<file path="src/rtl/lzm_pkg.sv">
package lzm_pkg;
  typedef enum logic [1:0] {
    PH_IDLE = 2'd0,
    PH_SKIP = 2'd1,
    PH_RUN  = 2'd2
  } phase_t;
endpackage

</file>
<file path="src/rtl/lzm_mpr.sv">
// Multiplier shift register: W data bits plus a marker 1 below them.
module lzm_mpr #(
  parameter int W = 16
) (
  input  logic         clk,
  input  logic         rst_n,
  input  logic         load,
  input  logic         shift,
  input  logic [W-1:0] value,
  output logic         top_bit,
  output logic         marker_only
);
  localparam int RW = W + 1;
  localparam logic [RW-1:0] MARKER_AT_TOP = {1'b1, {W{1'b0}}};

  logic [RW-1:0] mr;

  function automatic logic [RW-1:0] seed(input logic [W-1:0] v);
    return {v, 1'b1};
  endfunction

  function automatic logic [RW-1:0] shl(input logic [RW-1:0] v);
    return {v[RW-2:0], 1'b0};
  endfunction

  always_ff @(posedge clk) begin
    if (!rst_n)     mr <= '0;
    else if (load)  mr <= seed(value);
    else if (shift) mr <= shl(mr);
  end

  assign top_bit     = mr[RW-1];
  assign marker_only = (mr == MARKER_AT_TOP);
endmodule

</file>
<file path="src/rtl/lzm_acc.sv">
// Partial-product accumulator with its captured multiplicand.
module lzm_acc #(
  parameter int W = 16
) (
  input  logic           clk,
  input  logic           rst_n,
  input  logic           capture,
  input  logic [W-1:0]   mcand,
  input  logic           first,
  input  logic           step,
  input  logic           add_en,
  output logic [2*W-1:0] acc
);
  localparam int PW = 2 * W;

  logic [W-1:0] mc;

  function automatic logic [PW-1:0] widen(input logic [W-1:0] v);
    return {{W{1'b0}}, v};
  endfunction

  function automatic logic [PW-1:0] next_acc(input logic [PW-1:0] a,
                                             input logic [W-1:0]  m,
                                             input logic          add);
    return (a << 1) + (add ? widen(m) : '0);
  endfunction

  always_ff @(posedge clk) begin
    if (!rst_n)       mc <= '0;
    else if (capture) mc <= mcand;
  end

  always_ff @(posedge clk) begin
    if (!rst_n)     acc <= '0;
    else if (first) acc <= widen(mc);
    else if (step)  acc <= next_acc(acc, mc, add_en);
  end
endmodule

</file>
<file path="src/rtl/lzm_ctrl.sv">
// Phase sequencing: idle, leading-zero skip, main loop.
module lzm_ctrl
  import lzm_pkg::*;
(
  input  logic   clk,
  input  logic   rst_n,
  input  logic   start,
  input  logic   mplier_zero,
  input  logic   top_bit,
  input  logic   marker_only,
  output phase_t phase,
  output logic   accept,
  output logic   zero_hit,
  output logic   load,
  output logic   skip_shift,
  output logic   first_one,
  output logic   run_step,
  output logic   finish
);
  phase_t phase_nx;

  always_comb begin
    accept     = start && (phase == PH_IDLE);
    zero_hit   = accept && mplier_zero;
    load       = accept && !mplier_zero;
    skip_shift = (phase == PH_SKIP) && !top_bit;
    first_one  = (phase == PH_SKIP) && top_bit;
    run_step   = (phase == PH_RUN) && !marker_only;
    finish     = (phase == PH_RUN) && marker_only;
  end

  always_comb begin
    phase_nx = phase;
    case (phase)
      PH_IDLE: if (load)      phase_nx = PH_SKIP;
      PH_SKIP: if (first_one) phase_nx = PH_RUN;
      PH_RUN:  if (finish)    phase_nx = PH_IDLE;
      default:                phase_nx = PH_IDLE;
    endcase
  end

  always_ff @(posedge clk) begin
    if (!rst_n) phase <= PH_IDLE;
    else        phase <= phase_nx;
  end
endmodule

</file>
<file path="src/rtl/lzskip_mul.sv">
module lzskip_mul
  import lzm_pkg::*;
#(
  parameter int W = 16
) (
  input  logic         clk,
  input  logic         rst_n,
  input  logic         start,
  input  logic [W-1:0] mcand,
  input  logic [W-1:0] mplier,
  output logic         busy,
  output logic         done,
  output logic [W-1:0] prod_lo,
  output logic [W-1:0] prod_hi
);
  localparam int PW = 2 * W;

  phase_t        phase;
  logic          accept, zero_hit, load, skip_shift, first_one, run_step, finish;
  logic          top_bit, marker_only, mpr_shift;
  logic [PW-1:0] acc;

  lzm_ctrl u_ctrl (
    .clk         (clk),
    .rst_n       (rst_n),
    .start       (start),
    .mplier_zero (mplier == '0),
    .top_bit     (top_bit),
    .marker_only (marker_only),
    .phase       (phase),
    .accept      (accept),
    .zero_hit    (zero_hit),
    .load        (load),
    .skip_shift  (skip_shift),
    .first_one   (first_one),
    .run_step    (run_step),
    .finish      (finish)
  );

  assign mpr_shift = skip_shift | first_one | run_step;

  lzm_mpr #(.W(W)) u_mpr (
    .clk         (clk),
    .rst_n       (rst_n),
    .load        (load),
    .shift       (mpr_shift),
    .value       (mplier),
    .top_bit     (top_bit),
    .marker_only (marker_only)
  );

  lzm_acc #(.W(W)) u_acc (
    .clk     (clk),
    .rst_n   (rst_n),
    .capture (load),
    .mcand   (mcand),
    .first   (first_one),
    .step    (run_step),
    .add_en  (top_bit),
    .acc     (acc)
  );

  always_ff @(posedge clk) begin
    if (!rst_n) begin
      done    <= 1'b0;
      prod_lo <= '0;
      prod_hi <= '0;
    end else begin
      done <= zero_hit | finish;
      if (zero_hit) begin
        prod_lo <= '0;
        prod_hi <= '0;
      end else if (finish) begin
        prod_lo <= acc[W-1:0];
        prod_hi <= acc[PW-1:W];
      end
    end
  end

  assign busy = (phase != PH_IDLE);
endmodule

</file>
<file path="config.mk">
export PLATFORM = sky130hd
export DESIGN_NAME = lzskip_mul
export DESIGN_NICKNAME = d
export VERILOG_FILES = /design/src/rtl/lzm_pkg.sv /design/src/rtl/lzm_mpr.sv /design/src/rtl/lzm_acc.sv /design/src/rtl/lzm_ctrl.sv /design/src/rtl/lzskip_mul.sv
export SDC_FILE = /design/constraint.sdc
export NUM_CORES = 1
export LEC_CHECK = 0
export BUFFER_PORTS_ARGS = -buffer_cell sky130_fd_sc_hd__buf_2
export CAP_MARGIN = 10
export CORE_MARGIN = 2
export CORE_UTILIZATION = 30
export DETAILED_ROUTE_END_ITERATION = 8
export HOLD_SLACK_MARGIN = 0.08
export RECOVER_POWER = 100
export SKIP_CTS_REPAIR_TIMING = 1
export SYNTH_ARGS = -nofsm -noshare
export SYNTH_HDL_FRONTEND = slang
export SYNTH_HIERARCHICAL = 1
export SYNTH_SLANG_ARGS = --single-unit
</file>
<file path="constraint.sdc">
create_clock -name clk -period 3.86 [get_ports clk]
set_clock_uncertainty 0.1 [all_clocks]
set_input_delay 0.386 -clock clk [delete_from_list [all_inputs] [get_ports clk]]
set_output_delay 0.386 -clock clk [all_outputs]
set_load 0.1 [all_outputs]
</file>
==> impl_metrics.tcl <==
set metrics [dict create \
    synth_area_mm2 0.00547 \
    rsz0062_at_grt "no" \
    io_buffers 68 \
    gr-usage-all-layers_pct 13.8 \
    drt_iter0_markers 267 \
    cts_root_buffer "clkbuf_16" \
    ir_drop_mv 0.219 \
    final_cell_area_mm2 0.00614 \
    fp.dieH_um 139 \
    synth.avg_cell_area_um2 8.93 \
    path_class "flop to flop" \
    rows 49 \
    initial_utilization_pct 30.5 \
    wl_mm 13.0 \
    cp_top_family "compound AO/OA/AOI/OAI gates" \
    switching_share_pct 24.7 \
    relSlewSlack_pct -18.6 \
    viasPerCell 4.94 \
    core-area_mm2 0.0179 \
    cp.arrival_ps 3470 \
    antenna_found_initial 0 \
    yosysSeqAreaShare_pct 36.6 \
    critPathSlowestCell "o31ai_1" \
    dieWidth_um 139 \
    clk_pin_slew_ps 70 \
    first_pass_iters 4 \
    p_comb_share_pct 10.2 \
    ant_nets 0 \
    r2r_cells 9 \
    dpl.hpwl_mm 9.41 \
    dieArea_mm2 0.0193 \
    cts_num_sinks 100 \
    fin_crit_sh_pct 85.0 \
    outcome "complete, but fails checks" \
    post-route-util_pct 34.3 \
    grt_pass1_wl_mm 21.9 \
    hold_path_class "primary input to flop" \
    io_pins 69 \
    required_ps 4040 \
    violations "capacitance limit, slew limit" \
    grt-ovfl-total 0 \
    yosys_most_used_dff "dfxtp_1" \
    grt_pass1_vias 4246 \
    finalSetupViolations 0 \
    period_minus_slack_ps 3280 \
    p_int_mw 1.71 \
    synthCells 612 \
    wire_per_inst_um 14.5 \
    max_freq_mhz 305 \
    routed-via-count 4433 \
    cts_tree "done" \
    p_sw_uw 560 \
    start_kind "flop" \
    diodes 0 \
    clock_latency_ps 360 \
    route.detailed.drc 0 \
    max_slew.worst_pin.slew_ps 1770 \
    clockBufferDepth 2 \
    crit_cells 9 \
    maxCapViolations 1 \
    gp_congestion 0.895 \
    syn_nets 663 \
    synth_edf_count 0 \
    htreeDepth 3 \
    n_fill_cell 1915 \
    cp_num_buf_inv 1 \
    cts_buffers 9 \
    synth_seq_cells 100 \
    yosysWarnings 6 \
    seq_power_share_pct 48.9 \
    nets 714 \
    area_delta_synth_final_pct 12.3 \
    cp_cell_sequence "clkbuf_1 -> and2_0 -> ha_1 -> and3_1 -> a221oi_4 -> o211a_2 -> o31ai_1 -> a211oi_1 -> nor3_2" \
    grt_start_max_net_pins 47 \
    slowest_delay_ps 800 \
    ys_types 63 \
    p_per_area_mw_per_mm2 369 \
    final-hold-violation-count 0 \
    timing.final.max_slew_violations 25 \
    p_leak_nw 2.26 \
    finalSetupTns_ps 0 \
    endpoint_kind "flop" \
    holdPathStages 3 \
    post_dp_cell_area_mm2 0.00593 \
    layout-drive-gt1-share_pct 10.8 \
    crit_fanout 16 \
    synthArstFlopShare_pct 0 \
    p_clk_share_pct 40.8 \
]
-- logic make-up after synthesis --
group | count (synthesis) | share of synthesized area, %
buf+inv | 43 | 5.17
simple gates | 230 | 22.6
flops | 100 | 36.6
fa+ha+maj | 16 | 3.80
mux | 73 | 13.4
compound gates | 135 | 16.0
xor+xnor | 15 | 2.40
-- synth_stat cells, types with 4 or more instances --
library cell,number,area [um^2]
a211oi_1,6,45.0
a21o_1,8,60.1
a21oi_1,36,180
a31oi_1,7,43.8
and2_1,36,225
and3_1,8,50.1
and4_1,4,35.0
buf_12,4,80.1
buf_2,8,40.0
clkbuf_1,19,71.3
dfxtp_1,100,2000
ha_1,15,188
inv_1,5,18.8
mux2i_1,71,711
nand2_1,47,176
nand3_1,15,75.1
nand4_1,11,68.8
nor2_1,49,184
nor2b_1,21,131
nor3_1,8,40.0
nor4_1,11,68.8
o211ai_1,5,37.5
o21a_1,7,52.6
o21ai_0,34,170
o21ai_1,11,55.1
or3_1,5,31.3
xnor2_1,11,96.3
xor2_1,4,35.0
-- worst register-to-register path: stages, from the launching register on --
cell      delay, ps
dfxtp_1         580
clkbuf_1        230
and2_0          160
ha_1            270
and3_1          240
a221oi_4        100
o211a_2         330
o31ai_1         800
a211oi_1        200
nor3_2          200
-- layer usage --
layer / track usage [%] / wire length (um)
met1: 19.7 / 6770
met2: 20.3 / 5480
met3: 2.59 / 505
met4: 5.69 / 224
met5: 0 / 0
-- power groups by stage --
| stage | Clock [mW] | Sequential (mW) | Combinational, mW |
|---|---|---|---|
| 6_report | 0.926 | 1.11 | 0.231 |
| 5_1_grt | 0.993 | 1.11 | 0.258 |
| 4_1_cts | 0.955 | 1.11 | 0.238 |
| 3_5_place_dp | 0 | 1.13 | 0.237 |
| 3_3_place_gp | 0 | 1.13 | 0.235 |
| 2_1_floorplan | 0 | 1.12 | 0.195 |
-- registers in the layout, indices dropped and copies added (netlist names) --
name          flops
done              1
prod_hi          16
prod_lo          16
u_acc/acc        32
u_acc/mc         16
u_ctrl/phase      2
u_mpr/mr         17
-- metrics by stage --
stage / total power, mW / hold WS (ps) / cells / worst slack (ps)
after floorplan: 1.31 / 358 / 612 / 1070
after global placement: 1.37 / 371 / 881 / 776
after detailed placement: 1.37 / 381 / 881 / 728
after CTS: 2.30 / 176 / 897 / 697
after global routing: 2.37 / 179 / 897 / 293
final: 2.27 / 183 / 897 / 578
-- worst paths after layout --
path	from	endpoint	slack (ps)
max	u_mpr/mr[16]$_SDFFE_PN0P_	u_acc/acc[27]$_SDFFE_PP0P_	580
min	mcand[10]	u_acc/mc[10]$_SDFFE_PN0P_	180
max reg2reg	u_mpr/mr[16]$_SDFFE_PN0P_	u_acc/acc[27]$_SDFFE_PP0P_	580
min reg2reg	prod_hi[2]$_SDFFE_PP0P_	prod_hi[2]$_SDFFE_PP0P_	390
-- cell type report --
type	count	area [um^2]	share of cell area (%)
tap	229	287	4.67
clock buffer	12	256	4.18
clock inverter	4	47.5	0.775
timing repair buffer	78	379	6.18
multi-input combinational	469	3150	51.3
inverter	5	18.8	0.306
sequential	100	2000	32.6
-- placed cells by master, fill, tap and decap left out, types with 15 or more instances in the layout --
| cell type | instances |
|---|---|
| nand3_1 | 15 |
| dfxtp_1 | 100 |
| and2_1 | 20 |
| buf_2 | 34 |
| nand2_1 | 47 |
| o21ai_0 | 40 |
| mux2i_1 | 71 |
| a21oi_1 | 37 |
| nor2b_1 | 21 |
| and2_0 | 16 |
| nor2_1 | 49 |
| clkbuf_1 | 36 |
| ha_1 | 15 |
Power figures use the tool's default switching activity.
